<file path="src/rtl/sel_pkg.sv">
package sel_pkg;
  typedef enum logic {
    SEL_IDLE = 1'b0,
    SEL_BUSY = 1'b1
  } sel_state_e;

  function automatic logic addr_bit_ok(input logic a, input logic b, input logic dc);
    return dc | ~(a ^ b);
  endfunction
endpackage

</file>
<file path="src/rtl/sel_cfg.sv">
module sel_cfg #(
  parameter int ADDR_W = 16
) (
  input  logic              clk,
  input  logic              rst,
  input  logic              cfg_load,
  input  logic [ADDR_W-1:0] cfg_base,
  input  logic [ADDR_W-1:0] cfg_mask,
  input  logic              cfg_wait_en,
  output logic [ADDR_W-1:0] base_q,
  output logic [ADDR_W-1:0] mask_q,
  output logic              wait_en_q,
  output logic              valid_q
);
  always_ff @(posedge clk) begin
    if (rst) begin
      base_q    <= '0;
      mask_q    <= '0;
      wait_en_q <= 1'b0;
      valid_q   <= 1'b0;
    end else if (cfg_load && !valid_q) begin
      base_q    <= cfg_base;
      mask_q    <= cfg_mask;
      wait_en_q <= cfg_wait_en;
      valid_q   <= 1'b1;
    end
  end

  // configuration frozen once valid
  assert_cfg_frozen_R3: assert property (@(posedge clk) disable iff (rst)
    (valid_q && $past(valid_q)) |-> ($stable(base_q) && $stable(mask_q) && $stable(wait_en_q)));
endmodule

</file>
<file path="src/rtl/sel_match.sv">
module sel_match import sel_pkg::*; #(
  parameter int ADDR_W = 16
) (
  input  logic              valid,
  input  logic              req,
  input  logic [ADDR_W-1:0] addr,
  input  logic [ADDR_W-1:0] base,
  input  logic [ADDR_W-1:0] mask,
  output logic              hit
);
  logic [ADDR_W-1:0] bit_ok;

  for (genvar i = 0; i < ADDR_W; i++) begin : g_bit
    assign bit_ok[i] = addr_bit_ok(addr[i], base[i], mask[i]);
  end

  assign hit = valid & req & (&bit_ok);
endmodule

</file>
<file path="src/rtl/sel_ctrl.sv">
module sel_ctrl import sel_pkg::*; (
  input  logic clk,
  input  logic rst,
  input  logic hit,
  input  logic bus_wr,
  input  logic wait_en,
  input  logic usr_hold,
  output logic start,
  output logic done,
  output logic sel_q,
  output logic wr_q,
  output logic wait_q
);
  sel_state_e state;

  always_comb begin
    start = (state == SEL_IDLE) && hit;
    done  = (state == SEL_BUSY) && !(wait_en && usr_hold);
  end

  always_ff @(posedge clk) begin
    if (rst) begin
      state  <= SEL_IDLE;
      sel_q  <= 1'b0;
      wr_q   <= 1'b0;
      wait_q <= 1'b0;
    end else if (start) begin
      state  <= SEL_BUSY;
      sel_q  <= 1'b1;
      wr_q   <= bus_wr;
      wait_q <= wait_en;
    end else if (done) begin
      state  <= SEL_IDLE;
      sel_q  <= 1'b0;
      wr_q   <= 1'b0;
      wait_q <= 1'b0;
    end
  end

  // first wait comes with the select
  assert_auto_wait_R5: assert property (@(posedge clk) disable iff (rst)
    ($rose(sel_q) && wait_en) |-> wait_q);
  // hold keeps the access stalled
  assert_hold_extends_R6: assert property (@(posedge clk) disable iff (rst)
    (sel_q && wait_q && usr_hold) |=> (sel_q && wait_q));
  // no wait and single-cycle select when disabled
  assert_no_wait_R7: assert property (@(posedge clk) disable iff (rst)
    !wait_en |-> !wait_q);
  assert_single_sel_R7: assert property (@(posedge clk) disable iff (rst)
    (!wait_en && sel_q) |=> !sel_q);
endmodule

</file>
<file path="src/rtl/sel_data.sv">
module sel_data #(
  parameter int ADDR_W = 16,
  parameter int DATA_W = 4
) (
  input  logic              clk,
  input  logic              rst,
  input  logic              start,
  input  logic              done,
  input  logic              wr_q,
  input  logic [ADDR_W-1:0] bus_addr,
  input  logic [ADDR_W-1:0] mask,
  input  logic [DATA_W-1:0] bus_wdata,
  input  logic [DATA_W-1:0] usr_rdata,
  output logic [ADDR_W-1:0] uaddr_q,
  output logic [DATA_W-1:0] wdata_q,
  output logic [DATA_W-1:0] rdata_q
);
  always_ff @(posedge clk) begin
    if (rst) begin
      uaddr_q <= '0;
      wdata_q <= '0;
    end else if (start) begin
      uaddr_q <= bus_addr & mask;
      wdata_q <= bus_wdata;
    end
  end

  always_ff @(posedge clk) begin
    if (rst) rdata_q <= '0;
    else     rdata_q <= (done && !wr_q) ? usr_rdata : '0;
  end
endmodule

</file>
<file path="src/rtl/bus_select_tile.sv">
module bus_select_tile #(
  parameter int ADDR_W = 16,
  parameter int DATA_W = 4
) (
  input  logic              clk,
  input  logic              rst,
  input  logic              cfg_load,
  input  logic [ADDR_W-1:0] cfg_base,
  input  logic [ADDR_W-1:0] cfg_mask,
  input  logic              cfg_wait_en,
  input  logic              bus_req,
  input  logic              bus_wr,
  input  logic [ADDR_W-1:0] bus_addr,
  input  logic [DATA_W-1:0] bus_wdata,
  output logic [DATA_W-1:0] bus_rdata,
  output logic              bus_wait,
  output logic              usr_sel,
  output logic              usr_wr,
  output logic [ADDR_W-1:0] usr_addr,
  output logic [DATA_W-1:0] usr_wdata,
  input  logic [DATA_W-1:0] usr_rdata,
  input  logic              usr_hold
);
  logic [ADDR_W-1:0] base_q, mask_q;
  logic wait_en_q, valid_q, hit, start, done;

  sel_cfg #(.ADDR_W(ADDR_W)) u_cfg (
    .clk(clk), .rst(rst), .cfg_load(cfg_load), .cfg_base(cfg_base),
    .cfg_mask(cfg_mask), .cfg_wait_en(cfg_wait_en), .base_q(base_q),
    .mask_q(mask_q), .wait_en_q(wait_en_q), .valid_q(valid_q)
  );

  sel_match #(.ADDR_W(ADDR_W)) u_match (
    .valid(valid_q), .req(bus_req), .addr(bus_addr), .base(base_q),
    .mask(mask_q), .hit(hit)
  );

  sel_ctrl u_ctrl (
    .clk(clk), .rst(rst), .hit(hit), .bus_wr(bus_wr), .wait_en(wait_en_q),
    .usr_hold(usr_hold), .start(start), .done(done), .sel_q(usr_sel),
    .wr_q(usr_wr), .wait_q(bus_wait)
  );

  sel_data #(.ADDR_W(ADDR_W), .DATA_W(DATA_W)) u_data (
    .clk(clk), .rst(rst), .start(start), .done(done), .wr_q(usr_wr),
    .bus_addr(bus_addr), .mask(mask_q), .bus_wdata(bus_wdata),
    .usr_rdata(usr_rdata), .uaddr_q(usr_addr), .wdata_q(usr_wdata),
    .rdata_q(bus_rdata)
  );

  // nothing is selected before configuration
  assert_no_sel_unconfigured_R2: assert property (@(posedge clk) disable iff (rst)
    usr_sel |-> valid_q);
  // write qualifier only inside a select
  assert_wr_inside_sel_R8: assert property (@(posedge clk) disable iff (rst)
    usr_wr |-> usr_sel);
  // read line is zero except right after a read select ends
  assert_rd_after_sel_R9: assert property (@(posedge clk) disable iff (rst)
    (|bus_rdata) |-> ($fell(usr_sel) && !$past(usr_wr)));
endmodule

</file>
<file path="config.mk">
export PLATFORM = sky130hd
export DESIGN_NAME = bus_select_tile
export DESIGN_NICKNAME = d
export VERILOG_FILES = /design/src/rtl/sel_pkg.sv /design/src/rtl/sel_cfg.sv /design/src/rtl/sel_match.sv /design/src/rtl/sel_ctrl.sv /design/src/rtl/sel_data.sv /design/src/rtl/bus_select_tile.sv
export SDC_FILE = /design/constraint.sdc
export NUM_CORES = 1
export LEC_CHECK = 0
export BUFFER_PORTS_ARGS = -buffer_cell sky130_fd_sc_hd__buf_2
export CORE_UTILIZATION = 40
export CTS_BUF_LIST = sky130_fd_sc_hd__clkbuf_4
export CTS_CLUSTER_SIZE = 12
export DETAILED_ROUTE_END_ITERATION = 12
export PLACE_DENSITY = 0.81
export SLEW_MARGIN = 20
export SYNTH_ARGS = -nofsm -noshare
export SYNTH_HDL_FRONTEND = slang
export SYNTH_SLANG_ARGS = --single-unit
</file>
<file path="constraint.sdc">
create_clock -name clk -period 1.35 [get_ports clk]
set_input_delay 0.0675 -clock clk [delete_from_list [all_inputs] [get_ports clk]]
set_output_delay 0.0675 -clock clk [all_outputs]
set_load 0.005 [all_outputs]
</file>
==> flow_results.org <==
** Drt
- For this block, the initial DRC count from the detailed router was 84.
- The final layout contains routed wiring with a total length of between 7000 and 8000 µm.
- In the routed design, unresolved DRC markers number 0.
- Routed WL per cell :: approximately 13 µm
- The count of nets left with antenna violations once routing finished came out at 0.
- DR vias :: ~2,600
- For this run, the detailed router's first-pass iteration total came to 5.
- Via-per-instance ratio :: 4.79

** Flow run
- Max-capacitance violation count :: 0

** Worst setup path
- CP Launch Type :: register
- The worst setup path is captured at a register.
- Type of the setup path with the least slack :: register to register
- Endpoint required time on the critical path :: between 1500 and 2000 ps
- At the worst endpoint, the arrival time is 1980 ps.
- Of all nets on the critical path, the largest fanout is 4.

** Global route
- Global routing used 23.0% of the available tracks across all layers.
- Entering global routing, the biggest net connects between 40 and 50 pins.
- Via count of the first global-routing pass :: 2,547
- Summed over all layers, the global routing overflow is 0.
- The first global-routing pass estimated around 11,000 µm of wire.
- Antenna violations before repair :: 0

** Synth
- Number of standard cells after synthesis :: between 200 and 300
- Net count after synthesis :: 353
- The synthesized netlist devotes ~25% of its cell area to simple gates.
- Synth Area in Compound Gates :: 8.67%
- Sequential elements use about 48% of the synthesized area.
- Yosys mapped the design onto 20 distinct sky130hd cell types.
- For this run, the number of Yosys warnings is 0.
- Combinational family with the most area after synthesis :: simple AND/OR/NAND/NOR gates
- Summing the areas of all fa, ha and maj instances in the mapped netlist gives 0% of the synthesized area.
- Post-Synth XOR/XNOR Area :: approximately 5.5%
- Averaged over all synthesized cells, the footprint is between 8 and 9 µm².
- Total of flip-flops plus latches after synthesis :: just over 60
- Mapped Area :: around 2600 µm²
- Share of synthesized area spent on multiplexers :: approximately 8.6%

** Floorplanning
- 90 I/O pins were placed.
- Die span in y :: 82.1 µm
- Row cnt :: 28
- The total area inside the core boundary comes to around 6100 µm².
- Overall die area :: approximately 6700 µm²
- Die extent in x :: between 80 and 90 µm
- Initial core utilization :: a little over two fifths

** Clocking
- The tree built by TritonCTS fans out to between 60 and 70 sinks.
- Clock transition at the registers of the reported paths :: approximately 90 ps
- Setup repair bufs after CTS :: 0
- Clock root buffer :: sky130_fd_sc_hd__clkbuf_4
- Clock latency on the worst-skew pair :: approximately 400 ps
- Buffers inserted during clock tree synthesis total 9.
- Number of H-tree levels :: 3
- Clock Path Buffers :: 2
- TritonCTS built the clock tree.

** Status
- The final reports fail on negative setup slack.
- Run status :: complete, but fails checks

** Timing
- The worst path uses 123% of the clock period.
- Worst clock skew :: about 7.6 ps
- TNS Setup :: -5780 ps
- Number of setup violations in the final report :: 22
- The smallest clock period supported by the final layout is computed as 1660 ps.
- Across all hold checks on the routed design, the worst slack comes to between 60 and 70 ps.
- Slew at the pin closest to its max-slew limit :: 333 ps
- Setup repair after global routing could not meet its margin everywhere.
- Number of pins exceeding their max-slew limit in the final report :: 0
- F_max :: between 0.6 and 0.7 GHz
- The hold violation count in the final report was 0.
- Headroom to the max-slew limit :: between 70 and 80%
- Smallest setup slack after layout :: -311 ps

** Final layout
- The number of antenna diodes in the final layout is 0.
- Summing all flip-flop and latch instances after layout gives ~1200 µm².
- Final Core Density :: about two thirds
- In the final layout, the multi-input gates occupy around 1300 µm².
- Number of inserted filler cells in the final layout :: roughly 500
- Number of nets in the layout :: around 520
- From synthesis to final layout, the design area changed by 55.8%.
- The finished cells cover about 4000 µm².
- The post-route netlist has between 30% and 40% of its cells at a drive strength greater than 1.

** Placement
- In this run the cell area measured after placement is around 3200 µm².
- The count of buffers added on input and output ports is about 90.
- Half-perimeter wire length after detailed placement :: about 4600 µm
- OpenSTA, run right after detailed placement, puts the worst setup slack at -279 ps.
- Gp weighted congestion :: approximately 0.79

** Pwr
- Lkg Pwr :: 0.00168 µW
- Pwr dens :: just under 900 nW/µm²
- IR analysis of the VDD net gives a maximum drop of 530 µV.

** Hold path
- Hold WC Path Type :: input port to register
[cells in the final DEF (no fill, tap or decap), drive strengths merged, types with 10 or more instances in the layout]
cell,n
a21oi,34
buf,118
clkbuf,10
dfxtp,61
dlygate4sd3,56
mux2i,22
nand2,68
nand2b,27
nand3b,18
xnor2,16
[kinds of logic after synthesis]
family,Yosys count
XOR/XNOR,16
AO/OA/AOI/OAI,42
flip-flops,61
multiplexers,22
buffers and inverters,21
AND/OR/NAND/NOR,128
[cell usage after synthesis, drive strengths merged]
cell / count / area (µm²)
a21oi: 34 / 170
and2: 4 / 25.0
and3: 1 / 6.26
buf: 3 / 51.3
clkbuf: 17 / 63.8
dfxtp: 61 / 1220
inv: 1 / 3.75
mux2i: 22 / 220
nand2: 68 / 255
nand2b: 27 / 169
nand3: 2 / 10.0
nand3b: 18 / 135
nor2: 4 / 15.0
nor2b: 1 / 6.26
nor3: 2 / 10.0
nor4: 1 / 12.5
o2111ai: 1 / 8.76
o22ai: 7 / 43.8
xnor2: 16 / 140
[worst max-delay path, cell delays in order (launching register included)]
cell	delay [ps]
sky130_fd_sc_hd__dfxtp_2	340
sky130_fd_sc_hd__xnor2_2	190
sky130_fd_sc_hd__o22ai_2	130
sky130_fd_sc_hd__nor4_2	250
sky130_fd_sc_hd__and3_4	310
sky130_fd_sc_hd__buf_6	150
sky130_fd_sc_hd__mux2i_1	200
[per-layer routing]
metal	routed length [µm]	share of wire [%]	vias to the layer above	global-route usage [%]
met5	0	0	-	0
met2	3450	48	99	40.2
met3	440	6.1	19	6.48
li1	-	-	1289	-
met4	229	3.2	0	11.1
met1	3060	43	1146	25.7
[path summary, 6_finish.rpt]
path                                      start            endpoint  slack [ps]  cells past startpoint
worst max-delay path            u_cfg.base_q[0]  u_data.uaddr_q[11]        -310                      6
worst min-delay path               bus_addr[10]  u_data.uaddr_q[10]          60                      3
worst max register to register  u_cfg.base_q[0]  u_data.uaddr_q[11]        -310                      6
worst min register to register  u_cfg.base_q[5]     u_cfg.base_q[5]         470                      2
[where the power goes]
part | total [µW] | internal (µW) | switching (µW)
Clock | 970 | 362 | 608
Sequential | 1900 | 1860 | 40.7
Combinational | 588 | 346 | 243
[sequential cells by signal, summed over array words and instances, names as in the netlist]
| name | cells |
|---|---|
| u_cfg.base_q | 16 |
| u_cfg.mask_q | 16 |
| u_data.uaddr_q | 16 |
| u_data.rdata_q | 4 |
| u_data.wdata_q | 4 |
| u_cfg.valid_q | 1 |
| u_cfg.wait_en_q | 1 |
| u_ctrl.sel_q | 1 |
| u_ctrl.wait_q | 1 |
| u_ctrl.wr_q | 1 |
[metrics by stage]
stage          total power (µW)  std cells
5_1_grt                    3630        533
3_3_place_gp               2360        462
6_report                   3460        533
3_5_place_dp               2370        462
2_1_floorplan              2150        290
4_1_cts                    3460        533
[area by class of cell]
| class | instances | share of cell area, % |
|---|---|---|
| clock buffers | 10 | 1.88 |
| clock inverters | 4 | 0.438 |
| inverters | 1 | 0.0939 |
| multi-input cells | 208 | 32.3 |
| flip-flops and latches | 61 | 30.7 |
| well taps | 75 | 2.35 |
| repair buffers | 174 | 32.2 |
[repair_timing]
item	CTS	global route
resized for setup	11	7
endpoints found under the setup margin	23	23
pin swaps	6	6
hold buffers	56	0
hold endpoints to repair	56	0
gates cloned	1	0
Note: power is estimated with default switching activity, not from simulation.
